==> src/rtl/sbi_pkg.sv <==
package sbi_pkg;

   typedef enum logic [1:0] {
      OP_PLAIN = 2'd0,
      OP_MUL   = 2'd1,
      OP_DIV   = 2'd2,
      OP_EXTW  = 2'd3
   } sbi_op_e;

   typedef enum logic [1:0] {
      ST_IDLE  = 2'd0,
      ST_SHIFT = 2'd1,
      ST_GAP   = 2'd2
   } sbi_state_e;

   function automatic int sbi_max(input int a, input int b);
      return (a > b) ? a : b;
   endfunction

   function automatic int sbi_min(input int a, input int b);
      return (a < b) ? a : b;
   endfunction

endpackage

==> src/rtl/sbi_byte_shifter.sv <==
module sbi_byte_shifter #(
   parameter int DATA_W    = 8,
   parameter bit MSB_FIRST = 1'b1
) (
   input  logic              clk,
   input  logic              rst_n,
   input  logic              load,
   input  logic              abort,
   input  logic              half_tick,
   input  logic [DATA_W-1:0] tx_data,
   input  logic              sdi,
   output logic              sck,
   output logic              sdo,
   output logic [DATA_W-1:0] rx_data,
   output logic              done
);
   localparam int BIT_W = $clog2(DATA_W);
   localparam logic [BIT_W-1:0] LAST_BIT = BIT_W'(DATA_W - 1);

   if (DATA_W < 2) begin : g_bad_width
      $error("sbi_byte_shifter: DATA_W must be at least 2");
   end

   logic [DATA_W-1:0] tx_sh, rx_sh, rx_q, tx_nxt, rx_nxt;
   logic [BIT_W-1:0]  bit_q;
   logic              active_q, sck_q, done_q;

   if (MSB_FIRST) begin : g_msb
      assign tx_nxt = {tx_sh[DATA_W-2:0], 1'b0};
      assign rx_nxt = {rx_sh[DATA_W-2:0], sdi};
      assign sdo    = tx_sh[DATA_W-1];
   end else begin : g_lsb
      assign tx_nxt = {1'b0, tx_sh[DATA_W-1:1]};
      assign rx_nxt = {sdi, rx_sh[DATA_W-1:1]};
      assign sdo    = tx_sh[0];
   end

   always_ff @(posedge clk or negedge rst_n) begin
      if (!rst_n) begin
         tx_sh    <= '0;
         rx_sh    <= '0;
         rx_q     <= '0;
         bit_q    <= '0;
         active_q <= 1'b0;
         sck_q    <= 1'b1;
         done_q   <= 1'b0;
      end else begin
         done_q <= 1'b0;
         if (abort) begin
            active_q <= 1'b0;
            sck_q    <= 1'b1;
         end else if (load) begin
            tx_sh    <= tx_data;
            bit_q    <= '0;
            active_q <= 1'b1;
            sck_q    <= 1'b1;
         end else if (active_q && half_tick) begin
            if (sck_q) begin
               sck_q <= 1'b0;
            end else begin
               sck_q <= 1'b1;
               rx_sh <= rx_nxt;
               if (bit_q == LAST_BIT) begin
                  active_q <= 1'b0;
                  done_q   <= 1'b1;
                  rx_q     <= rx_nxt;
               end else begin
                  tx_sh <= tx_nxt;
                  bit_q <= bit_q + 1'b1;
               end
            end
         end
      end
   end

   assign sck     = sck_q;
   assign rx_data = rx_q;
   assign done    = done_q;

   // the serial clock rests high whenever no byte is moving
   a_r1_idle_high: assert property (@(posedge clk) disable iff (!rst_n)
      !active_q |-> sck_q);

   // the completion flag never lasts two cycles
   a_r2_done_pulse: assert property (@(posedge clk) disable iff (!rst_n)
      done_q |=> !done_q);

   // a byte ends only from its last bit position
   a_r1_last_bit: assert property (@(posedge clk) disable iff (!rst_n)
      $rose(done_q) |-> (bit_q == LAST_BIT));

endmodule

==> src/rtl/sbi_gap_timer.sv <==
module sbi_gap_timer
   import sbi_pkg::*;
#(
   parameter int IVL_W      = 7,
   parameter int FLOOR_HALF = 5,
   parameter int N_PLAIN    = 7,
   parameter int N_MUL      = 13,
   parameter int N_DIV      = 20,
   parameter int N_EXTW     = 9,
   parameter int CPU_W      = 5,
   parameter int HALF_W     = 9
) (
   input  logic              clk,
   input  logic              rst_n,
   input  logic              capture,
   input  logic              clear,
   input  logic              run,
   input  logic [1:0]        op_in,
   input  logic              en_in,
   input  logic [IVL_W-1:0]  ivl_in,
   input  logic              cpu_tick,
   input  logic              half_tick,
   output logic              met,
   output logic [CPU_W-1:0]  cpu_cnt,
   output logic [HALF_W-1:0] half_cnt
);
   localparam logic [CPU_W-1:0]  CPU_SAT  = '1;
   localparam logic [HALF_W-1:0] HALF_SAT = '1;
   localparam logic [HALF_W-1:0] FLOOR_V  = HALF_W'(FLOOR_HALF);

   if (FLOOR_HALF < 1 || FLOOR_HALF >= (1 << HALF_W)) begin : g_bad_floor
      $error("sbi_gap_timer: FLOOR_HALF out of range");
   end
   if (HALF_W < IVL_W + 1) begin : g_bad_half_w
      $error("sbi_gap_timer: HALF_W too narrow for doubled interval");
   end
   if (N_PLAIN < 1 || N_MUL < 1 || N_DIV < 1 || N_EXTW < 1) begin : g_bad_n
      $error("sbi_gap_timer: CPU cycle counts must be positive");
   end

   sbi_op_e            op_q;
   logic               en_q;
   logic [IVL_W-1:0]   ivl_q;
   logic [CPU_W-1:0]   need_cpu;
   logic [HALF_W-1:0]  need_half, dbl_ivl;

   always_ff @(posedge clk or negedge rst_n) begin
      if (!rst_n) begin
         op_q  <= OP_PLAIN;
         en_q  <= 1'b0;
         ivl_q <= '0;
      end else if (capture) begin
         op_q  <= sbi_op_e'(op_in);
         en_q  <= en_in;
         ivl_q <= ivl_in;
      end
   end

   always_comb begin
      unique case (op_q)
         OP_MUL:  need_cpu = CPU_W'(N_MUL);
         OP_DIV:  need_cpu = CPU_W'(N_DIV);
         OP_EXTW: need_cpu = CPU_W'(N_EXTW);
         default: need_cpu = CPU_W'(N_PLAIN);
      endcase
   end

   assign dbl_ivl   = HALF_W'({ivl_q, 1'b0});
   assign need_half = (en_q && (dbl_ivl > FLOOR_V)) ? dbl_ivl : FLOOR_V;

   always_ff @(posedge clk or negedge rst_n) begin
      if (!rst_n) begin
         cpu_cnt  <= '0;
         half_cnt <= '0;
      end else if (clear) begin
         cpu_cnt  <= '0;
         half_cnt <= '0;
      end else if (run) begin
         if (cpu_tick && (cpu_cnt != CPU_SAT))
            cpu_cnt <= cpu_cnt + 1'b1;
         if (half_tick && (half_cnt != HALF_SAT))
            half_cnt <= half_cnt + 1'b1;
      end
   end

   assign met = run && (cpu_cnt >= need_cpu) && (half_cnt >= need_half);

   // the snapshot stays put for the whole gap
   a_r7_snapshot_hold: assert property (@(posedge clk) disable iff (!rst_n)
      (run && !capture) |=> ($stable(op_q) && $stable(en_q) && $stable(ivl_q)));

   // counters advance only while the gap is running
   a_r6_count_gated: assert property (@(posedge clk) disable iff (!rst_n)
      (!run && !clear) |=> ($stable(cpu_cnt) && $stable(half_cnt)));

endmodule

==> src/rtl/sbi_gap_ctrl.sv <==
module sbi_gap_ctrl
   import sbi_pkg::*;
#(
   parameter int DATA_W     = 8,
   parameter int IVL_W      = 7,
   parameter int FLOOR_HALF = 5,
   parameter int N_PLAIN    = 7,
   parameter int N_MUL      = 13,
   parameter int N_DIV      = 20,
   parameter int N_EXTW     = 9,
   parameter bit MSB_FIRST  = 1'b1
) (
   input  logic              clk,
   input  logic              rst_n,
   input  logic              int_clk_mode,
   input  logic              go,
   input  logic              cpu_tick,
   input  logic              sck_half_tick,
   input  logic [1:0]        op_kind,
   input  logic              ivl_en,
   input  logic [IVL_W-1:0]  ivl_count,
   input  logic [DATA_W-1:0] tx_byte,
   input  logic              sdi,
   output logic              sck,
   output logic              sdo,
   output logic [DATA_W-1:0] rx_byte,
   output logic              byte_done,
   output logic              start_next
);
   localparam int N_MAX  = sbi_max(sbi_max(N_PLAIN, N_MUL), sbi_max(N_DIV, N_EXTW));
   localparam int N_MIN  = sbi_min(sbi_min(N_PLAIN, N_MUL), sbi_min(N_DIV, N_EXTW));
   localparam int CPU_W  = $clog2(N_MAX + 1);
   localparam int HALF_W = sbi_max(IVL_W + 2, $clog2(FLOOR_HALF + 1));

   sbi_state_e         st_q;
   logic               launch, done_w, met_w, run_w, start_q;
   logic [CPU_W-1:0]   cpu_cnt_w;
   logic [HALF_W-1:0]  half_cnt_w;

   assign run_w  = int_clk_mode && (st_q == ST_GAP);
   assign launch = int_clk_mode &&
                   (((st_q == ST_IDLE) && go) || ((st_q == ST_GAP) && met_w));

   always_ff @(posedge clk or negedge rst_n) begin
      if (!rst_n) begin
         st_q    <= ST_IDLE;
         start_q <= 1'b0;
      end else if (!int_clk_mode) begin
         st_q    <= ST_IDLE;
         start_q <= 1'b0;
      end else begin
         start_q <= (st_q == ST_GAP) && met_w;
         unique case (st_q)
            ST_IDLE:  if (go)     st_q <= ST_SHIFT;
            ST_SHIFT: if (done_w) st_q <= ST_GAP;
            ST_GAP:   if (met_w)  st_q <= ST_SHIFT;
            default:              st_q <= ST_IDLE;
         endcase
      end
   end

   sbi_byte_shifter #(
      .DATA_W    (DATA_W),
      .MSB_FIRST (MSB_FIRST)
   ) u_shift (
      .clk       (clk),
      .rst_n     (rst_n),
      .load      (launch),
      .abort     (!int_clk_mode),
      .half_tick (sck_half_tick),
      .tx_data   (tx_byte),
      .sdi       (sdi),
      .sck       (sck),
      .sdo       (sdo),
      .rx_data   (rx_byte),
      .done      (done_w)
   );

   sbi_gap_timer #(
      .IVL_W      (IVL_W),
      .FLOOR_HALF (FLOOR_HALF),
      .N_PLAIN    (N_PLAIN),
      .N_MUL      (N_MUL),
      .N_DIV      (N_DIV),
      .N_EXTW     (N_EXTW),
      .CPU_W      (CPU_W),
      .HALF_W     (HALF_W)
   ) u_timer (
      .clk       (clk),
      .rst_n     (rst_n),
      .capture   ((st_q == ST_SHIFT) && done_w),
      .clear     (launch || !int_clk_mode),
      .run       (run_w),
      .op_in     (op_kind),
      .en_in     (ivl_en),
      .ivl_in    (ivl_count),
      .cpu_tick  (cpu_tick),
      .half_tick (sck_half_tick),
      .met       (met_w),
      .cpu_cnt   (cpu_cnt_w),
      .half_cnt  (half_cnt_w)
   );

   assign byte_done  = done_w;
   assign start_next = start_q;

   // the strobe is a single-cycle pulse
   a_r6_single_pulse: assert property (@(posedge clk) disable iff (!rst_n)
      start_next |=> !start_next);

   // nothing is signalled once internal-clock mode is off
   a_r8_quiet_when_off: assert property (@(posedge clk) disable iff (!rst_n)
      !int_clk_mode |=> (!start_next && !byte_done));

   // the serial floor was reached before the gap ended
   a_r4_floor_met: assert property (@(posedge clk) disable iff (!rst_n)
      start_next |-> ($past(half_cnt_w) >= HALF_W'(FLOOR_HALF)));

   // the smallest CPU requirement was reached before the gap ended
   a_r3_cpu_min: assert property (@(posedge clk) disable iff (!rst_n)
      start_next |-> ($past(cpu_cnt_w) >= CPU_W'(N_MIN)));

   // a finished byte always leads into a gap
   a_r2_done_to_gap: assert property (@(posedge clk) disable iff (!rst_n)
      (byte_done && int_clk_mode) |=> (st_q == ST_GAP));

endmodule

==> config.mk <==
export PLATFORM = sky130hd
export DESIGN_NAME = sbi_gap_ctrl
export DESIGN_NICKNAME = d
export VERILOG_FILES = /design/src/rtl/sbi_pkg.sv /design/src/rtl/sbi_byte_shifter.sv /design/src/rtl/sbi_gap_timer.sv /design/src/rtl/sbi_gap_ctrl.sv
export SDC_FILE = /design/constraint.sdc
export NUM_CORES = 1
export LEC_CHECK = 0
export CORE_AREA = 2 2 73 75
export DETAILED_ROUTE_END_ITERATION = 8
export DIE_AREA = 0 0 75 77
export GPL_TIMING_DRIVEN = 0
export HOLD_SLACK_MARGIN = 0.08
export PLACE_DENSITY = 0.85
export SLEW_MARGIN = 30
export SYNTH_ARGS = -nofsm -noshare
export SYNTH_HDL_FRONTEND = slang
export SYNTH_SLANG_ARGS = --single-unit
==> constraint.sdc <==
create_clock -name clk -period 5.39 [get_ports clk]
set_clock_uncertainty 0.15 [all_clocks]
set_input_delay 0.8085 -clock clk [delete_from_list [all_inputs] [get_ports clk]]
set_output_delay 0.8085 -clock clk [all_outputs]
set_load 0.02 [all_outputs]
; After elaboration in Yosys (flattened, before gate mapping)
; Cells that the tools add are included.
[totals]
regBits = 56
in_bits = 25
[op_classes]
add_sub_neg = 3
muxes = 36
n_bitwise = 2
n_eq_ne = 16
magnitude_cmp = 3
reduce_logical = 26
[ops]
columns = op, n
row1 = two-way mux 8 bit, 5
row2 = two-way mux 9 bit, 3
row3 = two-way mux 1 bit, 15
row4 = two-way mux 5 bit, 3
row5 = one-hot mux 5 bit (3 select lines), 1
row6 = two-way mux 3 bit, 4
row7 = logical AND 1 bit, 11
row8 = "adder 9 x 1 -> 9 bit, second input constant", 1
row9 = >= comparator 9 bit, 1
row10 = "!= test 3 bit, second input constant", 3
row11 = "!= test 9 bit, second input constant", 1
row12 = "greater-than comparator 8 x 3 -> 1 bit, second input constant", 1
row13 = two-way mux 2 bit, 4
row14 = AND reduction 4 bit, 2
row15 = nonzero test 2 bit, 4
row16 = "equality test 2 bit, second input constant", 3
row17 = "!= test 3 x 1 -> 1 bit, second input constant", 2
row18 = one-hot mux 2 bit (3 select lines), 1
row19 = AND reduction 3 bit, 2
row20 = "adder 5 x 1 -> 5 bit, second input constant", 1
row21 = >= comparator 5 bit, 1
row22 = "!= test 5 bit, second input constant", 1
row23 = AND reduction 5 bit, 1
row24 = "equality test 2 x 1 -> 1 bit, second input constant", 2
row25 = other kinds (9), 13

; Depth between registers and ports, before layout
; Gate-level depths: netlist of run 1.
[logic_depth]
word_depth = 11
depth_mapped = 13
depth_no_buf = 11

; Modules after synthesis
; A second synthesis of run 1 with hierarchy kept.
[hier_totals]
hier_cells = 261
area_unflattened_um2 = 2942.8
[by_module_without_submodules]
columns = mod, area_per_inst_um2, cells_per_inst, seq_area_each_um2, instances
row1 = sbi_gap_timer, 1457.6, 138, 600.6, 1
row2 = sbi_byte_shifter, 1326.3, 108, 726.9, 1
row3 = sbi_gap_ctrl, 158.9, 15, 75.1, 1

; Worst setup path before layout of run 1
; Ideal clock, no wire load.
[synth_timing]
path_type = reg2reg
from = register u_timer.ivl_q[0]
to = register u_shift.rx_q[0] (netlist: u_shift.rx_data[0])
path_stages_with_launch = 13
setup_ns = 0.125
path_buffers = 1
period_less_slack_ns = 2.983
slack_ns = 2.407
arrival_ns = 2.709
required_time_ns = 5.115
cell_sequence = dfrtp_1 a211o_1 o41ai_1 inv_1 nand2_1 ha_1 nand4_1 nand3b_1 a41oi_2 o31ai_2 buf_6 nor3_4 mux2_2
[synth_via]
elab_chain_len = 10
[synth_rtl]
columns = item, line_no
row1 = start: declaration, sbi_gap_timer.sv:43  ; logic [IVL_W-1:0] ivl_q;
row2 = start signal: assignment, sbi_gap_timer.sv:55  ; ivl_q <= ivl_in;
row3 = greater-than comparator 8 x 3 -> 1 bit, sbi_gap_timer.sv:69  ; assign need_half = (en_q && (dbl_ivl > FLOOR_V)) ? dbl_ivl : FLOOR_V;
row4 = logical AND 1 bit, sbi_gap_timer.sv:69
row5 = two-way mux 8 bit (*), sbi_gap_timer.sv:69
row6 = >= comparator 9 bit (*), sbi_gap_timer.sv:86  ; assign met = run && (cpu_cnt >= need_cpu) && (half_cnt >= need_half);
row7 = logical AND 1 bit (*), sbi_gap_timer.sv:86
row8 = logical AND 1 bit (*), sbi_gap_ctrl.sv:42  ; (((st_q == ST_IDLE) && go) || ((st_q == ST_GAP) && met_w));
row9 = logical OR 1 bit (*), sbi_gap_ctrl.sv:42
row10 = logical AND 1 bit (*), sbi_gap_ctrl.sv:41  ; assign launch = int_clk_mode &&
row11 = NOT 1 bit (no line) (*), n/a
row12 = AND reduction 5 bit (no line) (*), n/a
row13 = end signal: assignment, sbi_byte_shifter.sv:66  ; rx_q <= rx_nxt;
row14 = end: declaration, sbi_byte_shifter.sv:24  ; logic [DATA_W-1:0] tx_sh, rx_sh, rx_q, tx_nxt, rx_nxt;
; Mark *: on every way between the ends. The rest lies on a longest branch, timed or not.
; A chain may end at the register's enable or synchronous reset.

; Worst setup path after layout of run 1
[layout_timing]
from = register u_timer.ivl_q[0]
to = register u_shift.rx_q[6] (netlist: u_shift.rx_data[6])
; The elaborated chain is that of the path after synthesis.

==> flow_summary.yaml, run 1 <==
yosys:
  synth.ff_latch_count: 56
  syn-cell-area_um2: 2863
  avgSynthCellArea_um2: 11.50
  yosysWarnings: 0
  syn_nets: 293
  netlist_instances: 249
  yosysUniqueCellTypes: 43
  ys.flop_type: "dfrtp_1"
  synth-edff-count: 0
  async_reset_ff_frac: 1.000
  synth_area_leaders: "dfrtp_1 48%, mux2_2 10%, ha_1 8.3%, nor2_1 3.7%, a22o_1 2.1%"
  synth_top_area_cell: "dfrtp_1"
  synth_top_area_frac: 0.4808
  synth-seq-area-share: 0.4899
setup_path:
  cp_slowest_cell: "o41ai_1"
  crit_path_cell_trace: "a211o_1, o41ai_1, inv_1, nand2_1, ha_1, nand4_1, nand3b_1, a41oi_2, o31ai_2, buf_6, nor3_4, mux2_2"
  endpoint_kind: "flip-flop"
  critPathLaunchType: "flip-flop"
  critical_path_arrival_ns: 3.42
  slowest_delay_ns: 0.46
  critPathRequiredTime_ns: 5.44
  crit_type: "reg2reg"
  worst-path-max-fanout: 10
finish:
  syn2layout_area_growth_pct: 19.45
  fin_nets: 337
  fin_cells: 364
  final.fill_count: 373
  layout_common_cells: "55 x dfrtp_1, 35 x clkdlybuf4s50_1, 28 x nor2_1, 26 x mux2_2, 19 x ha_1"
  mostFrequentLayoutCell: "dfrtp_1"
  n_antenna_cell: 0
  drive_gt1_frac: 0.1769
  final_cell_area_um2: 3420
sta:
  setup_ws_ns: 2.024
  setup_viol: 0
  finalCritPeriodShare: 0.6244
  layout_min_cycle_time_ns: 3.366
  finalSetupTns_ns: 0
  slew_violations: 0
  worst_pin_slew_ns: 0.7158
  rsz0062_at_grt: "no"
  slew_headroom: 0.5218
  hold_violations: 0
  fmax_ghz: 0.2971
cts:
  cts.sink_count: 56
  htreeDepth: 2
  cts_setup_buffers: 0
  ctsRootBufferMaster: "clkbuf_8"
  cts_inserted_buffers: 5
  clock_latency_ns: 0.31
  clk_pin_slew_ns: 0.10
  cts_tree: "yes"
  hold_buffers: 0
  ctsResizeCount: 0
  clk_path_buf_depth: 2
global_routing:
  grt_max_degree: 39
  antenna_found_initial: 0
  grt_overflow_total: 0
  grt_pass1_wl_mm: 8.907
  track_usage: 0.1960
  grt_pass1_vias: 1982
floorplan:
  start_util: 0.5752
  die_width_um: 75
  die_y_um: 77
  ios: 37
  die-area_um2: 5775
  coreArea_um2: 4977
  rows: 26
detailed_routing:
  antenna_left: 0
  drt_wl_total_mm: 5.197
  drt_pass1_iterations: 4
  viasPerCell: 5.445
  route.vias.total: 1982
  drt_iter0_drc: 115
  drc_errors: 0
  wl_per_cell_um: 14.28
power_and_ir_drop:
  ir_drop_uv: 168.9
  power_per_cell_area_nw_per_um2: 226.8
  p_leak_nw: 1.576
placed_design:
  placed_area_um2: 3328
  hpwlAfterDp_mm: 3.918
  place_ws_ns: 2.028
  gp_congestion: 0.8454
  io_buffers: 36
  dp_cells: 356
flow_run:
  cap_violations: 0
outcome:
  outcome: "finished, final reports clean"
hold_path:
  min_path_type: "in2async"
==> sequential cells by signal, summed over array words and instances (netlist names) <==
register and count:
u_shift.bit_q 3, u_timer.op_q 2, u_shift.sck 1, u_timer.cpu_cnt 5, u_shift.tx_sh 8, start_next 1, u_shift.active_q 1, u_timer.ivl_q 7
u_shift.rx_data 8, u_shift.rx_sh 7, u_timer.half_cnt 9, u_timer.en_q 1, u_shift.done 1, st_q 2
==> critical path: cells and delay by family, from the launching register on <==
kind                       cells  cell delay (ns)
adders and majority gates      1             0.23
buffers and inverters          2             0.24
and+or+nand+nor                4             0.65
AOI/OAI and AO/OA              4             1.17
muxes                          1             0.39
DFF                            1             0.42
==> report_power, final <==
part,switching (W),internal [W]
Combinational,0.0000411,0.0000508
Sequential,0.0000134,0.000437
Clock,0.000140,0.0000934
==> cell type report <==
class | instances | area, um^2 | share of cell area
Sequential cell | 56 | 1403 | 0.4102
Multi-Input combinational cell | 175 | 1374 | 0.4018
Timing Repair Buffer | 37 | 377.9 | 0.1105
Tap cell | 70 | 87.58 | 0.02561
Clock buffer | 5 | 68.82 | 0.02012
Buffer | 8 | 48.80 | 0.01427
Inverter | 10 | 37.54 | 0.01098
Clock inverter | 3 | 22.52 | 0.006586
==> cell usage after synthesis, drive strengths merged (2+ instances only) <==
cell	number
dfrtp	55
clkbuf	3
nor3	8
o21ai	4
a22o	7
a211oi	4
inv	10
nand2b	2
nor3b	5
nand3b	2
and2	5
nand3	3
xor2	6
and3	3
a211o	6
nand4	5
a21oi	5
mux2i	4
mux2	26
xnor2	5
ha	19
buf	5
nand2	14
or2	3
nor2	28
==> stage by stage <==
stage / utilization / total power, W / hold slack (ns)
after detailed placement: 0.6687 / 0.0005516 / 0.3324
after CTS: 0.6870 / 0.0007847 / 0.2101
after global routing: 0.6870 / 0.0008103 / 0.2136
after global placement: 0.6652 / 0.0005459 / 0.3177
final: 0.6870 / 0.0007757 / 0.2097
after floorplan: - / 0.0005071 / 0.3091
==> routing by layer <==
layer / up-vias / routed length (um) / share of wire / track usage
met5: - / 0 / 0 / 0
li1: 974 / - / - / -
met2: 35 / 2544 / 0.49 / 0.3132
met4: 0 / 38 / 0.0073 / 0.04643
met3: 4 / 175 / 0.034 / 0.04074
met1: 969 / 2437 / 0.47 / 0.2727
==> worst paths after layout <==
kind                                                    from                         endpoint  slack, ns  depth (start not counted)
worst max-delay path            u_timer.ivl_q[0]$_DFFE_PN0P_   u_shift.rx_data[6]$_DFFE_PN0P_       2.02                         12
worst min-delay path                                   rst_n  u_timer.half_cnt[1]$_DFFE_PN0P_       0.21                          1
worst max register to register  u_timer.ivl_q[0]$_DFFE_PN0P_   u_shift.rx_data[6]$_DFFE_PN0P_       2.02                         12
worst min register to register  u_shift.tx_sh[0]$_DFFE_PN0P_     u_shift.tx_sh[1]$_DFFE_PN0P_       0.36                          1
max in group asynchronous                              rst_n     u_shift.tx_sh[2]$_DFFE_PN0P_       4.41                          2
min in group clk                u_shift.tx_sh[0]$_DFFE_PN0P_     u_shift.tx_sh[1]$_DFFE_PN0P_       0.36                          1
==> cell families (layout without fill, tap and decap cells) <==
kind of cell | after synthesis | count (layout) | share of synthesized area
and+or+nand+nor | 81 | 81 | 0.1530
buffers and inverters | 18 | 63 | 0.03016
adders and majority gates | 19 | 19 | 0.08304
AOI/OAI and AO/OA | 34 | 34 | 0.09397
DFF | 56 | 56 | 0.4899
muxes | 30 | 30 | 0.1163
xor gates and xnor gates | 11 | 11 | 0.03365
No activity file was read; power rests on OpenSTA's default activity.
==> inputs of run 2 (changes only) <==
- CORE_AREA: 2 2 73 75 -> 2 2 76 78
- DIE_AREA: 0 0 75 77 -> 0 0 78 80
- PLACE_DENSITY: 0.85 -> 0.79
- clock period: 5.39 -> 3.5 ns (I/O delays scaled with it)
==> run 2 against run 1 <==
Against the previous run: global-route usage is 0.54 points lower; setup slack worse by 1.8 ns; cell count up 0.82%; die area is 8.1% higher; sequential share of layout area shrank 0.31 points; sequential cell count unchanged; wire length increased by 3.1%; non-clock buffer count increased by 1; sequential power is 54% higher; critical endpoint is now u_shift.rx_data[2]$_DFFE_PN0P_.
==> flow_summary.yaml, run 2 (synthesis gave the netlist of run 1 again) <==
detailed_routing:
  antenna_left: 0
  drc_errors: 0
  drt_pass1_iterations: 4
  wl_per_cell_um: 14.59
  route.vias.total: 1968
  drt_iter0_drc: 82
  viasPerCell: 5.362
  drt_wl_total_mm: 5.356
setup_path:
  crit_type: "reg2reg"
  reg2regPathDepth: 12
  critical_path_arrival_ns: 3.31
  r2r-end: "u_shift.rx_data[2]$_DFFE_PN0P_"
  endpoint_kind: "flip-flop"
  reg2reg_slack_ns: 0.25
  rr_startpoint: "u_timer.ivl_q[0]$_DFFE_PN0P_"
  cp_slowest_cell: "dfrtp_1"
  slowest_delay_ns: 0.43
  worst-path-max-fanout: 10
  critPathRequiredTime_ns: 3.56
  critPathLaunchType: "flip-flop"
  crit_path_cell_trace: "a211o_1, o41ai_2, inv_1, nand2_1, ha_1, nand4_1, nand3b_1, a41oi_2, o31ai_2, buf_6, nor3_4, mux2_2"
hold_path:
  hold_depth: 1
  holdCritStartpoint: "u_shift.tx_sh[0]$_DFFE_PN0P_"
  hold_end: "u_shift.tx_sh[0]$_DFFE_PN0P_"
  min_path_type: "reg2reg"
sta:
  worst_pin_slew_ns: 0.7271
  setup_viol: 0
  slew_violations: 0
  hold_violations: 0
  slew_headroom: 0.5142
  layout_min_cycle_time_ns: 3.251
  finalSetupTns_ns: 0
  finalCritPeriodShare: 0.9289
  fmax_ghz: 0.3076
  rsz0062_at_grt: "no"
  setup_ws_ns: 0.2488
global_routing:
  grt_max_degree: 44
  track_usage: 0.1906
  grt_pass1_wl_mm: 9.363
  grt_pass1_vias: 2068
  grt_overflow_total: 0
  antenna_found_initial: 0
finish:
  n_antenna_cell: 0
  mostFrequentLayoutCell: "dfrtp_1"
  syn2layout_area_growth_pct: 20.37
  layout_common_cells: "55 x dfrtp_1, 35 x clkdlybuf4s50_1, 28 x nor2_1, 26 x mux2_2, 19 x ha_1"
  fin_nets: 338
  largest_reg_flops: 9
  largest-register: "u_timer.half_cnt"
  drive_gt1_frac: 0.1797
  final.fill_count: 418
cts:
  ctsRootBufferMaster: "clkbuf_8"
  cts_tree: "yes"
  cts_setup_buffers: 0
  clk_path_buf_depth: 2
  clk_pin_slew_ns: 0.11
  htreeDepth: 2
  clock_latency_ns: 0.32
  cts_inserted_buffers: 5
  cts.sink_count: 56
power_and_ir_drop:
  p_leak_nw: 1.586
  ir_drop_uv: 207.2
  power_per_cell_area_nw_per_um2: 355.4
floorplan:
  start_util: 0.5296
  die-area_um2: 6240
  die_width_um: 78
  ios: 37
  coreArea_um2: 5405
  rows: 27
  die_y_um: 80
outcome:
  outcome: "finished, final reports clean"
placed_design:
  io_buffers: 36
  hpwlAfterDp_mm: 3.899
  place_ws_ns: 0.1245
  gp_congestion: 0.8523
flow_run:
  cap_violations: 0
-- run 2: report_power, final --
part,internal [W],switching (W),total (W)
Combinational,0.0000794,0.0000651,0.000144
Sequential,0.000673,0.0000212,0.000694
Clock,0.000152,0.000234,0.000386
Total,0.000904,0.000320,0.00122
-- run 2: layer usage --
| metal | vias up | track usage | part of all wire |
|---|---|---|---|
| met2 | 31 | 0.3181 | 0.47 |
| li1 | 980 | - | - |
| met4 | 0 | 0.05614 | 0.016 |
| met3 | 8 | 0.03620 | 0.027 |
| met5 | - | 0 | 0 |
| met1 | 949 | 0.2541 | 0.49 |
-- run 2: worst max path at each step --
| stage | slack [ns] | to | depth (start not counted) | from |
|---|---|---|---|---|
| 4_1_cts | 0.08 | u_shift.rx_data[2]$_DFFE_PN0P_ | 12 | u_timer.ivl_q[0]$_DFFE_PN0P_ |
| 2_1_floorplan | 0.52 | u_shift.rx_data[0]$_DFFE_PN0P_ | 12 | u_timer.ivl_q[0]$_DFFE_PN0P_ |
| 3_3_place_gp | 0.04 | u_shift.tx_sh[4]$_DFFE_PN0P_ | 1 | rst_n |
| 5_1_grt | 0.04 | u_shift.rx_data[2]$_DFFE_PN0P_ | 12 | u_timer.ivl_q[0]$_DFFE_PN0P_ |
| 6_report | 0.25 | u_shift.rx_data[2]$_DFFE_PN0P_ | 12 | u_timer.ivl_q[0]$_DFFE_PN0P_ |
| 3_5_place_dp | 0.12 | u_shift.rx_data[7]$_DFFE_PN0P_ | 12 | u_timer.ivl_q[0]$_DFFE_PN0P_ |
-- run 2: per-stage QoR --
| step | instances | power, W | area, um^2 | hold slack (ns) | util |
|---|---|---|---|---|---|
| 6_report | 367 | 0.001225 | 3446 | 0.3611 | 0.6375 |
| 5_1_grt | 367 | 0.001289 | 3446 | 0.3723 | 0.6375 |
| 4_1_cts | 367 | 0.001237 | 3438 | 0.3631 | 0.6361 |
| 3_5_place_dp | 358 | 0.0008508 | 3331 | 0.2441 | 0.6162 |
| 3_3_place_gp | 357 | 0.0008419 | 3313 | 0.3246 | 0.6130 |
| 2_1_floorplan | 249 | 0.0007809 | 2863 | 0.07941 | - |
-- run 2: layout make-up --
class	count	area [um^2]	area share
Buffer	8	48.80	0.01416
Clock inverter	3	28.78	0.008352
Clock buffer	5	68.82	0.01997
Sequential cell	56	1403	0.4070
Timing Repair Buffer	38	387.9	0.1126
Multi-Input combinational cell	175	1381	0.4009
Tap cell	72	90.09	0.02614
Inverter	10	37.54	0.01089
-- run 2: worst max-delay path: cells and delay by family (launching register included) --
family,cells,cell delay [ns]
and+or+nand+nor,4,0.69
buffers and inverters,2,0.23
AOI/OAI and AO/OA,4,1.02
adders and majority gates,1,0.23
muxes,1,0.39
DFF,1,0.43
-- run 2: timing repair --
action | CTS | global route
endpoints found under the setup margin | 0 | 18
endpoints found under the hold margin | 13 | 0
hold buffers | 1 | 0
resized for setup | 0 | 1
